`src/rtl/cbx_pkg.sv`:
```
package cbx_pkg;

  localparam int OP_W   = 8;
  localparam int FLAG_W = 4;

  // flag bit positions in the {Z,N,H,C} vector
  localparam int FZ = 3;
  localparam int FN = 2;
  localparam int FH = 1;
  localparam int FC = 0;

  typedef enum logic [1:0] {
    GRP_SHIFT = 2'd0,
    GRP_TEST  = 2'd1,
    GRP_CLR   = 2'd2,
    GRP_SET   = 2'd3
  } grp_e;

  typedef enum logic [2:0] {
    SK_ROL  = 3'd0,
    SK_ROR  = 3'd1,
    SK_RCL  = 3'd2,
    SK_RCR  = 3'd3,
    SK_SHL  = 3'd4,
    SK_SAR  = 3'd5,
    SK_SWP  = 3'd6,
    SK_SHR  = 3'd7
  } shkind_e;

endpackage

```
`src/rtl/cbx_decode.sv`:
```
module cbx_decode
  import cbx_pkg::*;
#(
  parameter int CYC_W        = 3,
  parameter int CYC_REG      = 2,
  parameter int CYC_MEM      = 4,
  parameter int CYC_MEM_TEST = 3,
  parameter int MEM_IDX      = 6
) (
  input  logic [OP_W-1:0]  opcode,
  output grp_e             grp,
  output logic [2:0]       sel,
  output logic [CYC_W-1:0] cycles
);

  logic [2:0] idx;
  logic       is_mem;

  // field split of the opcode byte
  assign grp    = grp_e'(opcode[7:6]);
  assign sel    = opcode[5:3];
  assign idx    = opcode[2:0];
  assign is_mem = (idx == 3'(MEM_IDX));

  // cycle cost, reduced for a memory bit test that skips write-back
  always_comb begin
    if (!is_mem)
      cycles = CYC_W'(CYC_REG);
    else if (grp == GRP_TEST)
      cycles = CYC_W'(CYC_MEM_TEST);
    else
      cycles = CYC_W'(CYC_MEM);
  end

endmodule

```
`src/rtl/cbx_shifter.sv`:
```
module cbx_shifter
  import cbx_pkg::*;
#(
  parameter int DATA_W = 8
) (
  input  logic [DATA_W-1:0] din,
  input  logic              cin,
  input  shkind_e           kind,
  output logic [DATA_W-1:0] dout,
  output logic              cout
);

  localparam int HALF_W = DATA_W / 2;

  logic msb, lsb;
  assign msb = din[DATA_W-1];
  assign lsb = din[0];

  always_comb begin
    dout = din;
    cout = 1'b0;
    unique case (kind)
      SK_ROL: begin dout = {din[DATA_W-2:0], msb};  cout = msb; end
      SK_ROR: begin dout = {lsb, din[DATA_W-1:1]};  cout = lsb; end
      SK_RCL: begin dout = {din[DATA_W-2:0], cin};  cout = msb; end
      SK_RCR: begin dout = {cin, din[DATA_W-1:1]};  cout = lsb; end
      SK_SHL: begin dout = {din[DATA_W-2:0], 1'b0}; cout = msb; end
      SK_SAR: begin dout = {msb, din[DATA_W-1:1]};  cout = lsb; end
      SK_SWP: begin
        dout = {din[HALF_W-1:0], din[DATA_W-1:HALF_W]};
        cout = 1'b0;
      end
      SK_SHR: begin dout = {1'b0, din[DATA_W-1:1]}; cout = lsb; end
      default: begin dout = din; cout = 1'b0; end
    endcase
  end

endmodule

```
`src/rtl/cbx_bitop.sv`:
```
module cbx_bitop
  import cbx_pkg::*;
#(
  parameter int DATA_W = 8
) (
  input  logic [DATA_W-1:0]         din,
  input  logic [$clog2(DATA_W)-1:0] sel,
  input  logic                      set_not_clr,
  output logic [DATA_W-1:0]         dout,
  output logic                      sel_bit
);

  logic [DATA_W-1:0] mask;

  // one-hot mask built per bit position
  for (genvar i = 0; i < DATA_W; i++) begin : g_mask
    assign mask[i] = (sel == ($clog2(DATA_W))'(i));
  end

  assign sel_bit = |(din & mask);
  // only the masked bit is touched
  assign dout    = set_not_clr ? (din | mask) : (din & ~mask);

endmodule

```
`src/rtl/cbx_unit.sv`:
```
module cbx_unit
  import cbx_pkg::*;
#(
  parameter int DATA_W       = 8,
  parameter int CYC_W        = 3,
  parameter int CYC_REG      = 2,
  parameter int CYC_MEM      = 4,
  parameter int CYC_MEM_TEST = 3,
  parameter int MEM_IDX      = 6
) (
  input  logic              clk,
  input  logic              rst_n,
  input  logic              in_valid,
  output logic              in_ready,
  input  logic [OP_W-1:0]   in_opcode,
  input  logic [DATA_W-1:0] in_operand,
  input  logic [FLAG_W-1:0] in_flags,
  output logic              out_valid,
  input  logic              out_ready,
  output logic [DATA_W-1:0] out_result,
  output logic [FLAG_W-1:0] out_flags,
  output logic              out_wb,
  output logic [CYC_W-1:0]  out_cycles
);

  localparam int SEL_W = $clog2(DATA_W);

  grp_e              grp;
  logic [2:0]        sel;
  logic [CYC_W-1:0]  cyc_n;
  logic [DATA_W-1:0] sh_res, bo_res, res_n;
  logic              sh_cout, sel_bit;
  logic [FLAG_W-1:0] flg_n;
  logic              wb_n;
  logic              fire_in;

  cbx_decode #(
    .CYC_W(CYC_W), .CYC_REG(CYC_REG), .CYC_MEM(CYC_MEM),
    .CYC_MEM_TEST(CYC_MEM_TEST), .MEM_IDX(MEM_IDX)
  ) u_dec (
    .opcode (in_opcode),
    .grp    (grp),
    .sel    (sel),
    .cycles (cyc_n)
  );

  cbx_shifter #(.DATA_W(DATA_W)) u_sh (
    .din  (in_operand),
    .cin  (in_flags[FC]),
    .kind (shkind_e'(sel)),
    .dout (sh_res),
    .cout (sh_cout)
  );

  cbx_bitop #(.DATA_W(DATA_W)) u_bo (
    .din         (in_operand),
    .sel         (SEL_W'(sel)),
    .set_not_clr (grp == GRP_SET),
    .dout        (bo_res),
    .sel_bit     (sel_bit)
  );

  always_comb begin
    res_n = in_operand;
    flg_n = in_flags;
    wb_n  = 1'b1;
    unique case (grp)
      GRP_SHIFT: begin
        res_n     = sh_res;
        flg_n     = '0;
        flg_n[FZ] = (sh_res == '0);
        flg_n[FC] = sh_cout;
      end
      GRP_TEST: begin
        res_n     = in_operand;
        flg_n[FZ] = ~sel_bit;
        flg_n[FN] = 1'b0;
        flg_n[FH] = 1'b1;
        wb_n      = 1'b0;
      end
      default: begin
        res_n = bo_res;
      end
    endcase
  end

  // single output stage with pass-through ready
  assign in_ready = !out_valid || out_ready;
  assign fire_in  = in_valid && in_ready;

  always_ff @(posedge clk or negedge rst_n) begin
    if (!rst_n) begin
      out_valid  <= 1'b0;
      out_result <= '0;
      out_flags  <= '0;
      out_wb     <= 1'b0;
      out_cycles <= '0;
    end else begin
      if (fire_in) begin
        out_valid  <= 1'b1;
        out_result <= res_n;
        out_flags  <= flg_n;
        out_wb     <= wb_n;
        out_cycles <= cyc_n;
      end else if (out_ready) begin
        out_valid  <= 1'b0;
      end
    end
  end

  a_r7_test_no_wb: assert property (@(posedge clk) disable iff (!rst_n)
    (fire_in && in_opcode[7:6] == 2'b01) |=> (out_valid && !out_wb));

  a_r8_flags_kept: assert property (@(posedge clk) disable iff (!rst_n)
    (fire_in && in_opcode[7]) |=> (out_flags == $past(in_flags) && out_wb));

  a_r9_reg_cycles: assert property (@(posedge clk) disable iff (!rst_n)
    (fire_in && in_opcode[2:0] != 3'(MEM_IDX)) |=> (out_cycles == CYC_W'(CYC_REG)));

  a_r6_swap_no_carry: assert property (@(posedge clk) disable iff (!rst_n)
    (fire_in && in_opcode[7:3] == 5'b00110) |=> (!out_flags[FC] && !out_flags[FN] && !out_flags[FH]));

  a_r10_hold_stall: assert property (@(posedge clk) disable iff (!rst_n)
    (out_valid && !out_ready) |=> (out_valid && $stable(out_result) && $stable(out_flags)
                                   && $stable(out_wb) && $stable(out_cycles)));

endmodule

```
`config.mk`:
```
export PLATFORM = sky130hd
export DESIGN_NAME = cbx_unit
export DESIGN_NICKNAME = d
export VERILOG_FILES = /design/src/rtl/cbx_pkg.sv /design/src/rtl/cbx_decode.sv /design/src/rtl/cbx_shifter.sv /design/src/rtl/cbx_bitop.sv /design/src/rtl/cbx_unit.sv
export SDC_FILE = /design/constraint.sdc
export NUM_CORES = 1
export LEC_CHECK = 0
export BUFFER_PORTS_ARGS = -buffer_cell sky130_fd_sc_hd__buf_2
export CORE_MARGIN = 3
export CORE_UTILIZATION = 51
export CTS_CLUSTER_SIZE = 8
export DETAILED_ROUTE_END_ITERATION = 7
export PLACE_DENSITY = 0.84
export SLEW_MARGIN = 10
export SYNTH_ARGS = -nofsm -noshare
export SYNTH_HDL_FRONTEND = slang
export SYNTH_SLANG_ARGS = --single-unit
```
`constraint.sdc`:
```
create_clock -name clk -period 1.6 [get_ports clk]
set_input_delay 0.08 -clock clk [delete_from_list [all_inputs] [get_ports clk]]
set_output_delay 0.08 -clock clk [all_outputs]
set_load 0.02 [all_outputs]
```
==> summary.md <==
* completed — run status
* reg2reg — critical path start-end classification
* in_valid — launch instance of the worst min-delay path
* 0 — diode count
* 280 ps — clock network latency to the later pin of the worst-skew pair
* 211 — layout filler cell count
* 0.00234 mm² — Core Box Area
* 5 — drt pass-1 iters
* 1790 ps — worst endpoint required time
* flip-flop — nature of the critical path startpoint
* in2reg — kind of path behind the tightest hold check
* 166 — gate count of the mapped netlist
* 81 — DRC marker count from the first detailed-route iteration
* 28.4% — fraction of layout instances using a drive strength above 1
* built — TritonCTS clock tree
* 0 — total congestion overflow after global routing
* 0.922 — Final Wtd Congestion
* dfrtp_1 — CP max stage cell
* 1441 — routed via count
* 17.5% — area delta synth->final
* out_valid — startpoint of the most critical setup path
* 812 µm² — area taken by multi-input logic gates
* 57.1% — initial cell density of the core
* 41 — number of buffer cells added on primary ports
* no — RSZ-0062 raised after global routing
* 2690 µm — HPWL after detailed placement
* 190 — Net Count, Synth
* 8.05 µm² — mean post-synth cell area
* 0 — Ys Warns
* 76.8% — Final Cycle Share
* 0 — number of buffer and inverter instances along the worst setup path
* 24.0% — fraction of the mapped netlist area in simple logic gates
* 100% — post-synthesis async set-or-reset flop share
* 31.8% — fraction of the yosys area taken by sequential cells
* 57.2 µm — die width
* 70.4% — relative slew slack
* 5820 µm — wire length of the first global-routing pass
* 0 — number of DRC violations after detailed routing
* 0% — XOR/XNOR share of the synthesized area
* 2.02 ps — Fin Clk Skew
* 1410 ps — data arrival time of the critical path
* 1.81% — met3 track utilization from global routing
* 90 ps — register clock-pin slew on the reported worst setup and hold paths
* out_valid — launching point of the worst reg2reg path
* 1 — # H-tree levels
* 0 — max_cap viols
* 0 — count of final setup violators
* 42 — number of primary I/O pins
* 3540 µm — routed wire length
* 0.814 GHz — timing-limited maximum frequency
* 17 — number of clock sinks seen by CTS
* 3 — number of buffers added by the clock tree synthesis step
* 0.00327 mm² — Die Outline Area
* clkbuf_4 — library cell used as clock root buffer
* 15.3 µm — detail-routed net length per standard cell
* 25 — largest net degree at the start of global routing
* 1266 — via count of the first global-routing pass
* 57.2 µm — Vert. Die Dim
* 425 µm² — Seq. cell area
* 8.30 ps — worst hold margin
* nand2b_1 -> nand2_1 -> a31oi_1 -> o311ai_1 -> o21a_1 — critical path, cell by cell
* 7.21% — proportion of synthesized area in mux cells
* 42 — distinct cell type count after synthesis
* 745 mW/mm² — power density over the cells
* met2 — highest-utilization routing layer at the global route stage
* 17 — row count
* 0% — arithmetic-cell share of the synthesized area counting full adders, half adders and majority gates
* 0 ps — setup TNS after final layout
* 6.21 — number of vias per cell after detailed routing
* 29.6% — share of the synthesized area in compound gates (AO/OA/AOI/OAI)
* 6 — Worst Path Max Fanout
* 0.00134 mm² — mapped cell area
* 390 ps — biggest cell delay along the critical path
* 0 — Slew Viols, Final
* 604 µV — highest ir drop seen on vdd
* 1230 ps — fin crit period
* 0 — number of synthesized flops with an enable pin
* compound AO/OA/AOI/OAI gates — combinational family with the most area after synthesis
* buf_2 (41), nand2_1 (24), dfrtp_1 (17) — top library cells by usage in the layout, fill and taps aside
* 443 ps — Tightest Pin Transition
* flip-flop — crit end category
* 0 — Detail Route Antenna Nets
* 37.8% — met2 global-route usage
* 0 — postcts setup bufs
* 29.4% — met1 usage in global routing
* buf_2 — most common cell after layout, fill and taps aside
* 0.716 nW — P_leak
* compound AO/OA/AOI/OAI gates — cell family with most CP delay
* 0 — final number of hold-violating endpoints
* 0 — antenna violations before repair
* 2 — worst-case clock buffer depth
* dfrtp_1 — most common flop cell mapped by yosys
* 229 — net count of the finished layout
* 17 — Seq cells post-synth
* 22.2% — overall fraction of global-route tracks in use
-- metrics by stage --
stage	cells	setup WS, ps	area, µm²	power [mW]	util, %
2_1_floorplan	166	160	1340	0.797	-
3_3_place_gp	227	162	1530	0.938	65.6
3_5_place_dp	227	131	1530	0.951	65.6
4_1_cts	232	360	1570	1.17	67.1
5_1_grt	232	299	1570	1.24	67.1
6_report	232	372	1570	1.17	67.1
-- sequential cells by signal, summed over array words and instances (netlist names) --
name	count
out_wb	1
out_flags	4
out_cycles	3
out_valid	1
out_result	8
-- final timing paths --
| path | to | slack [ps] | cells past startpoint |
|---|---|---|---|
| setup / recovery | out_result[7] | 370 | 5 |
| hold / removal | out_valid | 8 | 2 |
| max in group asynchronous | out_flags[3] | 1100 | 2 |
| setup reg to reg | out_result[7] | 370 | 5 |
| min in group asynchronous | out_cycles[2] | 230 | 2 |
| hold reg to reg | out_flags[2] | 470 | 2 |
-- worst register-to-register path, cell delays in order, from the launching register on --
cell and delay (ps):
dfrtp_1 390, nand2b_1 120, nand2_1 180, a31oi_1 190
o311ai_1 130, o21a_1 120
-- kinds of logic after synthesis --
| family | Yosys count |
|---|---|
| buffers and inverters | 17 |
| muxes | 9 |
| DFF | 17 |
| and+or+nand+nor | 64 |
| AOI/OAI and AO/OA | 59 |
-- where the power goes --
| group | internal, mW | total [mW] | switching (mW) |
|---|---|---|---|
| Combinational | 0.164 | 0.435 | 0.271 |
| Sequential | 0.484 | 0.510 | 0.0253 |
| Clock | 0.0968 | 0.224 | 0.128 |
| Total | 0.745 | 1.17 | 0.424 |
-- layer usage --
layer | vias to the layer above | part of all wire (%)
li1 | 695 | -
met1 | 663 | 43
met2 | 81 | 47
met3 | 2 | 8.4
met4 | 0 | 0.85
met5 | - | 0
-- final cells by class --
cell class	instances	share of cell area, %
multi-input cells	132	51.7
flip-flops and latches	17	27.1
repair buffers	48	16.6
well taps	28	2.23
clock buffers	4	1.67
inverters	3	0.717
-- cell usage after synthesis (2+ instances only) --
| cell | instances | area, µm² |
|---|---|---|
| a41oi_1 | 2 | 17.5 |
| o21ai_0 | 15 | 75.1 |
| nand2_1 | 24 | 90.1 |
| nor2b_1 | 3 | 18.8 |
| o21ai_1 | 3 | 15.0 |
| o211ai_1 | 5 | 37.5 |
| o2bb2ai_1 | 2 | 17.5 |
| a21oi_1 | 10 | 50.1 |
| buf_2 | 4 | 20.0 |
| buf_6 | 3 | 33.8 |
| mux2_2 | 5 | 56.3 |
| nor3_1 | 2 | 10.0 |
| dfrtp_1 | 17 | 425 |
| nor2_1 | 11 | 41.3 |
| and2_1 | 2 | 12.5 |
| nand4b_1 | 3 | 26.3 |
| o22ai_1 | 4 | 25.0 |
| buf_4 | 2 | 15.0 |
| nand3_1 | 5 | 25.0 |
| nand2b_1 | 9 | 56.3 |
| mux2i_1 | 4 | 40.0 |
| clkbuf_1 | 5 | 18.8 |
| o311a_1 | 3 | 30.0 |
| a31oi_1 | 3 | 18.8 |
| inv_1 | 3 | 11.3 |
-- repair_timing --
item                                   CTS  global route
hold buffers                             1             0
endpoints found under the hold margin   17             0
gates resized for setup                  0             0
Note: power is estimated with default switching activity, not from simulation.
